### src/rtl/pong_pkg.sv
package pong_pkg;

  typedef enum logic [2:0] {
    ST_SRV_L  = 3'd0,
    ST_SRV_R  = 3'd1,
    ST_FLY    = 3'd2,
    ST_LOSS_L = 3'd3,
    ST_LOSS_R = 3'd4,
    ST_HOLD   = 3'd5
  } rally_e;

  typedef struct packed {
    logic referee;
    logic hit_l;
    logic hit_r;
  } press_t;

endpackage

### src/rtl/pong_sw_sync.sv
module pong_sw_sync
  import pong_pkg::*;
(
  input  logic   clk,
  input  logic   rst_n,
  input  logic   referee_n,
  input  logic   hit_left_n,
  input  logic   hit_right_n,
  output press_t press
);

  always_ff @(posedge clk or negedge rst_n) begin
    if (!rst_n) begin
      press <= '0;
    end else begin
      press.referee <= ~referee_n;
      press.hit_l   <= ~hit_left_n;
      press.hit_r   <= ~hit_right_n;
    end
  end

endmodule

### src/rtl/pong_rally_fsm.sv
module pong_rally_fsm
  import pong_pkg::*;
#(
  parameter int NUM_LEDS = 9
) (
  input  logic                clk,
  input  logic                rst_n,
  input  logic                tick_en,
  input  press_t              press,
  output rally_e              state_o,
  output logic [NUM_LEDS-1:0] led_n,
  output logic                lose_l,
  output logic                lose_r
);

  localparam int PW = $clog2(NUM_LEDS);
  localparam logic [PW-1:0] LAST = PW'(NUM_LEDS - 1);
  localparam logic [PW-1:0] ONE  = PW'(1);

  rally_e        st_q, st_d;
  logic [PW-1:0] pos_q, pos_d;
  logic          dir_q, dir_d;   // 0: toward right, 1: toward left
  logic          rcv_hit, at_end;
  rally_e        rcv_loss;

  assign rcv_hit  = dir_q ? press.hit_l : press.hit_r;
  assign at_end   = dir_q ? (pos_q == '0) : (pos_q == LAST);
  assign rcv_loss = dir_q ? ST_LOSS_L : ST_LOSS_R;

  always_comb begin
    st_d  = st_q;
    pos_d = pos_q;
    dir_d = dir_q;
    if (tick_en) begin
      if (press.referee) begin
        st_d = (st_q == ST_SRV_L) ? ST_SRV_R : ST_SRV_L;
      end else begin
        unique case (st_q)
          ST_SRV_L: if (press.hit_l) begin
            st_d  = ST_FLY;
            pos_d = '0;
            dir_d = 1'b0;
          end
          ST_SRV_R: if (press.hit_r) begin
            st_d  = ST_FLY;
            pos_d = LAST;
            dir_d = 1'b1;
          end
          ST_FLY: begin
            if (at_end) begin
              if (rcv_hit) begin
                dir_d = ~dir_q;
                pos_d = dir_q ? (pos_q + ONE) : (pos_q - ONE);
              end else begin
                st_d = rcv_loss;
              end
            end else if (rcv_hit) begin
              st_d = rcv_loss;
            end else begin
              pos_d = dir_q ? (pos_q - ONE) : (pos_q + ONE);
            end
          end
          ST_LOSS_L, ST_LOSS_R: st_d = ST_HOLD;
          default: st_d = st_q;
        endcase
      end
    end
  end

  always_ff @(posedge clk or negedge rst_n) begin
    if (!rst_n) begin
      st_q  <= ST_SRV_L;
      pos_q <= '0;
      dir_q <= 1'b0;
    end else begin
      st_q  <= st_d;
      pos_q <= pos_d;
      dir_q <= dir_d;
    end
  end

  always_comb begin
    led_n = '1;
    unique case (st_q)
      ST_SRV_L: led_n[0]     = 1'b0;
      ST_SRV_R: led_n[LAST]  = 1'b0;
      ST_FLY:   led_n[pos_q] = 1'b0;
      default:  led_n = '1;
    endcase
  end

  assign lose_l  = (st_q == ST_LOSS_L);
  assign lose_r  = (st_q == ST_LOSS_R);
  assign state_o = st_q;

endmodule

### src/rtl/pong_score_side.sv
module pong_score_side #(
  parameter int WIN_POINTS = 11,
  parameter int GAME_MOD   = 10
) (
  input  logic                          clk,
  input  logic                          rst_n,
  input  logic                          tick_en,
  input  logic                          win,
  input  logic                          clr_pts,
  input  logic                          clr_games,
  output logic [$clog2(WIN_POINTS)-1:0] pts,
  output logic [$clog2(GAME_MOD)-1:0]   games
);

  localparam int PTW = $clog2(WIN_POINTS);
  localparam int GW  = $clog2(GAME_MOD);
  localparam logic [PTW-1:0] PTS_TOP = PTW'(WIN_POINTS - 1);
  localparam logic [GW-1:0]  GAM_TOP = GW'(GAME_MOD - 1);

  always_ff @(posedge clk or negedge rst_n) begin
    if (!rst_n) begin
      pts   <= '0;
      games <= '0;
    end else if (clr_games) begin
      games <= '0;
    end else if (clr_pts) begin
      pts <= '0;
    end else if (tick_en && win) begin
      if (pts == PTS_TOP) begin
        pts   <= '0;
        games <= (games == GAM_TOP) ? '0 : games + GW'(1);
      end else begin
        pts <= pts + PTW'(1);
      end
    end
  end

endmodule

### src/rtl/pong_led_ctrl.sv
module pong_led_ctrl
  import pong_pkg::*;
#(
  parameter int NUM_LEDS   = 9,
  parameter int WIN_POINTS = 11,
  parameter int GAME_MOD   = 10
) (
  input  logic                clk,
  input  logic                rst_n,
  input  logic                tick_en,
  input  logic                referee_n,
  input  logic                hit_left_n,
  input  logic                hit_right_n,
  input  logic                clr_points_n,
  input  logic                clr_games_n,
  output logic [NUM_LEDS-1:0] led_n,
  output logic [23:0]         digits
);

  localparam int PTW = $clog2(WIN_POINTS);
  localparam int GW  = $clog2(GAME_MOD);

  logic [1:0]     rst_pipe;
  logic           rst_core_n;
  press_t         press;
  rally_e         state;
  logic           lose_l, lose_r;
  logic [PTW-1:0] pts_l, pts_r;
  logic [GW-1:0]  games_l, games_r;

  always_ff @(posedge clk or negedge rst_n) begin
    if (!rst_n) rst_pipe <= '0;
    else        rst_pipe <= {rst_pipe[0], 1'b1};
  end
  assign rst_core_n = rst_pipe[1];

  pong_sw_sync i_sync (
    .clk        (clk),
    .rst_n      (rst_core_n),
    .referee_n  (referee_n),
    .hit_left_n (hit_left_n),
    .hit_right_n(hit_right_n),
    .press      (press)
  );

  pong_rally_fsm #(.NUM_LEDS(NUM_LEDS)) i_fsm (
    .clk    (clk),
    .rst_n  (rst_core_n),
    .tick_en(tick_en),
    .press  (press),
    .state_o(state),
    .led_n  (led_n),
    .lose_l (lose_l),
    .lose_r (lose_r)
  );

  pong_score_side #(.WIN_POINTS(WIN_POINTS), .GAME_MOD(GAME_MOD)) i_score_l (
    .clk      (clk),
    .rst_n    (rst_core_n),
    .tick_en  (tick_en),
    .win      (lose_r),
    .clr_pts  (~clr_points_n),
    .clr_games(~clr_games_n),
    .pts      (pts_l),
    .games    (games_l)
  );

  pong_score_side #(.WIN_POINTS(WIN_POINTS), .GAME_MOD(GAME_MOD)) i_score_r (
    .clk      (clk),
    .rst_n    (rst_core_n),
    .tick_en  (tick_en),
    .win      (lose_l),
    .clr_pts  (~clr_points_n),
    .clr_games(~clr_games_n),
    .pts      (pts_r),
    .games    (games_r)
  );

  assign digits = {4'(games_l), 4'(pts_l / 10), 4'(pts_l % 10),
                   4'(pts_r / 10), 4'(pts_r % 10), 4'(games_r)};

endmodule

### config.mk
export PLATFORM = sky130hd
export DESIGN_NAME = pong_led_ctrl
export DESIGN_NICKNAME = d
export VERILOG_FILES = /design/src/rtl/pong_pkg.sv /design/src/rtl/pong_sw_sync.sv /design/src/rtl/pong_rally_fsm.sv /design/src/rtl/pong_score_side.sv /design/src/rtl/pong_led_ctrl.sv
export SDC_FILE = /design/constraint.sdc
export NUM_CORES = 1
export LEC_CHECK = 0
export BUFFER_PORTS_ARGS = -buffer_cell sky130_fd_sc_hd__clkbuf_2
export CAP_MARGIN = 20
export CORE_MARGIN = 2
export CORE_UTILIZATION = 50
export DETAILED_ROUTE_END_ITERATION = 7
export PLACE_DENSITY = 0.84
export SETUP_SLACK_MARGIN = 0.5
export SKIP_LAST_GASP = 1
export SYNTH_ARGS = -nofsm -noshare
export SYNTH_HDL_FRONTEND = slang
export SYNTH_SLANG_ARGS = --single-unit
### constraint.sdc
create_clock -name clk -period 1.55 [get_ports clk]
set_input_delay 0.0775 -clock clk [delete_from_list [all_inputs] [get_ports clk]]
set_output_delay 0.0775 -clock clk [all_outputs]
set_load 0.05 [all_outputs]
==> results of run 1 <==
==> cells by family after synthesis <==
| family | count (synthesis) |
|---|---|
| AND/OR/NAND/NOR | 97 |
| AO/OA/AOI/OAI | 65 |
| buffers and inverters | 38 |
| flip-flops | 29 |
| adder cells (fa/ha/maj) | 17 |
| multiplexers | 7 |
| other | 2 |
| XOR/XNOR | 2 |
==> metrics by stage <==
step | utilization, % | TNS, ps | cell area, um^2 | cells
after floorplan | - | -1110 | 2439 | 262
after global placement | 73.73 | -1251 | 2949 | 383
after detailed placement | 73.73 | -2092 | 2949 | 383
after CTS | 91.99 | -4776 | 3680 | 411
==> timing repair <==
item	4_1_cts
setup buffers	16
endpoints found under the setup margin	51
endpoints found under the hold margin	5
gates resized for setup	103
hold buffers	4
pin swaps	17
==> results.py, run 1 <==
metrics = {
    "yosys": {
        "postSynthAreaPerCell_um2": 8.130,
        "synth_fa_ha_area_share_pct": 10.18,
        "synthCells": 257,
        "yosysSeqAreaShare_pct": 34.73,
        "yosys.area_share.simple_pct": 22.99,
        "synth_edf_count": 0,
        "ys.flop_type": "dfrtp_1",
        "synth_common_cells": "nand2_1 (30), dfrtp_1 (29), inv_1 (22)",
        "synth.area.mux_share_pct": 3.593,
        "synth_most_common_cell": "nand2_1",
        "ys_types": 45,
        "synth_top_family_by_area": "simple AND/OR/NAND/NOR gates",
        "synth_xor_area_share_pct": 0.8383,
        "ys_seq_elements": 29,
        "synth_compound_area_share_pct": 18.80,
        "synth_top_area_share_pct": 34.73,
        "async_reset_ff_share_pct": 100.0,
        "ys_warn_count": 0,
        "yosysTopAreaCell": "dfrtp_1",
        "synthTopCellsByArea": "dfrtp_1 (35%), ha_1 (10%), nand2_1 (5.4%)",
        "synthesis.area_um2": 2090,
    },
    "timing": {
        "worstEndpointType": "sequential cell input",
        "timing.grt.repair.worst_endpoint": "i_fsm.pos_q[3]$_DFFE_PN0P_/D",
    },
    "floorplan": {
        "die_y_um": 68.65,
        "start_util_pct": 52.24,
        "die_w_um": 68.65,
        "rows": 23,
        "io-pin-count": 41,
    },
    "place": {
        "gp_routability_congestion": 0.8949,
        "place_ws_ps": -331.0,
        "port-buffer-count": 34,
        "hpwl_um": 4282,
    },
    "clock_network": {
        "htreeDepth": 2,
        "ctsLongestPathBuffers": 2,
        "cts-root-buf": "clkbuf_8",
        "numCtsBuffers": 5,
        "cts.sinks": 29,
    },
    "run_status": {
        "stop_error": "[ERROR DPL-0038] Utilization greater than 100%, impossible to legalize",
        "haltStage": "global routing (5_1_grt)",
        "outcome": "did not finish",
    },
    "grt": {
        "grt_max_degree": 24,
    },
}
==> run 2: changes to the inputs <==
CORE_UTILIZATION = 35   (was 50)
PLACE_DENSITY = default   (was 0.84)
PLACE_DENSITY_LB_ADDON = 0.15   (was default)
SETUP_SLACK_MARGIN = default   (was 0.5)
==> run 2 against run 1 <==
  * The flow now finishes, with violations (setup timing)
  * Synthesized cell count unchanged
  * Synthesized area unchanged
==> results.py, run 2 <==
metrics = {
    "floorplan": {
        "rows": 28,
        "core_area_um2": 5851,
        "die_w_um": 81.27,
        "die_y_um": 81.27,
        "start_util_pct": 35.71,
        "io-pin-count": 41,
        "die-area_um2": 6604,
    },
    "finish": {
        "drive_gt1_share_pct": 51.12,
        "seq_area_um2": 738.2,
        "fin_area_um2": 3482,
        "area_growth_pct": 66.65,
        "final_cell_mix": "buf_4 (53), nand2_1 (23), dfrtp_1 (19), clkbuf_2 (17)",
        "final_common_cell": "buf_4",
        "finalNetCount": 382,
        "multi_input_area_um2": 1602,
        "insertedDiodeCount": 0,
        "fillers": 508,
    },
    "route": {
        "drt_pass1_iterations": 5,
        "vias": 2145,
        "postRouteAntennaNets": 0,
        "drc": 0,
        "wirelength_um": 5802,
        "routed_via_density": 4.954,
        "drtIter0Drc": 101,
        "post_drt_wl_per_cell_um": 13.40,
    },
    "yosys": {
        "yosysSeqAreaShare_pct": 34.73,
        "synth_most_common_cell": "nand2_1",
        "synthTopCellsByArea": "dfrtp_1 (35%), ha_1 (10%), nand2_1 (5.4%)",
        "synth_edf_count": 0,
        "synth_top_family_by_area": "simple AND/OR/NAND/NOR gates",
        "synth_fa_ha_area_share_pct": 10.18,
        "postSynthAreaPerCell_um2": 8.130,
        "ys_types": 45,
        "synthCells": 257,
        "synth_xor_area_share_pct": 0.8383,
        "synth_common_cells": "nand2_1 (30), dfrtp_1 (29), inv_1 (22)",
        "ys_seq_elements": 29,
        "ys.flop_type": "dfrtp_1",
        "synthesis.area_um2": 2090,
        "ys_warn_count": 0,
        "synth.area.mux_share_pct": 3.593,
        "yosysTopAreaCell": "dfrtp_1",
        "synth_compound_area_share_pct": 18.80,
        "synth_top_area_share_pct": 34.73,
        "yosys.area_share.simple_pct": 22.99,
        "async_reset_ff_share_pct": 100.0,
    },
    "run_status": {
        "failed_checks": "setup timing",
        "outcome": "complete, but fails checks",
    },
    "place": {
        "place_ws_ps": -264.5,
        "hpwl_um": 3857,
        "dpl_cell_area_um2": 2705,
        "gp_routability_congestion": 0.8235,
        "port-buffer-count": 34,
    },
    "setup_path": {
        "crit_arrival_ps": 2000,
        "crit_path_end_kind": "flip-flop",
        "crit_fanout": 4,
        "critical_path_class": "reg -> reg",
        "r2r_setup_slack_ps": -280,
        "startpoint_type": "flip-flop",
        "required_ps": 1720,
    },
    "grt": {
        "grt_max_degree": 28,
        "antenna_found_initial": 0,
        "grtUsageTotal_pct": 17.07,
        "grt_pass1_vias": 1932,
        "grt_pass1_wl_um": 8825,
        "overflow": 0,
    },
    "timing": {
        "fmax_ghz": 0.5466,
        "period_needed_ps": 1830,
        "rsz0062_at_grt": "yes",
        "finalHoldViolCount": 0,
        "fin_ws_ps": -279.6,
        "worst_hold_slack_ps": 47.29,
        "setup_violations": 23,
        "finClkSkew_ps": 7.937,
        "fin_crit_sh_pct": 118.0,
        "slew_violations": 0,
        "fin_setup_tns_ps": -2506,
    },
    "pwr": {
        "pwr_density_cell_nw_per_um2": 1575,
        "leakage_nw": 1.598,
        "peakVddDrop_uv": 931.2,
        "power_mw": 5.485,
    },
    "clock_network": {
        "numCtsBuffers": 5,
        "cts-root-buf": "clkbuf_8",
        "clk-insertion-delay-late_ps": 280,
        "htreeDepth": 2,
        "cts_tree": "done",
        "ctsLongestPathBuffers": 2,
        "cts.sinks": 29,
        "cts.clk_slew.worst_paths_ps": 70,
    },
    "min_path": {
        "min_path_type": "in -> reg",
    },
    "flow_run": {
        "drv_cap": 0,
    },
}
==> run 2: path summary, 6_finish.rpt <==
check / start / to / cells past startpoint
worst min register to register: rst_pipe[1] / i_fsm.pos_q[3] / 1
worst min-delay path: tick_en / i_fsm.state_o[2] / 2
worst max register to register: i_fsm.dir_q / i_fsm.state_o[1] / 6
min in group asynchronous: rst_n / rst_pipe[1] / 2
max in group asynchronous: rst_pipe[1] / i_score_r.pts[2] / 1
worst max-delay path: i_fsm.dir_q / i_fsm.state_o[1] / 6
==> run 2: layout make-up <==
type | count | area share, %
Multi-Input combinational cell | 195 | 45.99
Timing Repair Buffer | 103 | 25.04
Sequential cell | 29 | 21.20
Tap cell | 75 | 2.695
Clock buffer | 8 | 2.587
Inverter | 23 | 2.479
==> run 2: what timing repair did <==
action | CTS | global route
resized for setup | 42 | 99
hold buffers | 4 | 0
endpoints found under the setup margin | 39 | 41
setup buffers | 7 | 14
cloned | 0 | 0
hold endpoints to repair | 5 | 0
pin swaps | 7 | 23
==> run 2: power by group <==
group,leakage [nW],switching [mW],internal [mW]
logic,1.18,1.88,1.90
registers,0.368,0.160,0.896
clock network,0.0455,0.288,0.362
==> run 2: cells by family (layout without fill, tap and decap cells) <==
kind of cell,after synthesis,after routing
flops,29,29
fa+ha+maj,17,17
mux,7,7
buf+inv,38,134
compound gates,65,65
other cells,2,7
xor+xnor,2,2
simple gates,97,97
==> run 2: per-stage QoR <==
stage          util (%)  std cells
2_1_floorplan         -        262
3_3_place_gp      46.24        401
3_5_place_dp      46.24        401
4_1_cts           52.33        420
5_1_grt           59.52        433
6_report          59.52        433
==> run 2: worst max-delay path, stage by stage (launching register included) <==
cell and delay (ps):
dfrtp_2 460, xnor2_2 280, nor3_4 80, a221o_1 320, a211oi_2 220, nand2_1 80
a221o_1 280
==> run 2: metal layers <==
metal / up-vias / GRT usage [%] / share of wire, %
li1: 1069 / - / -
met4: 0 / 4.915 / 1.2
met5: - / 0 / 0
met3: 7 / 4.111 / 3.3
met1: 1030 / 23.59 / 46
met2: 39 / 26.39 / 50
Note: power is estimated with default switching activity, not from simulation.
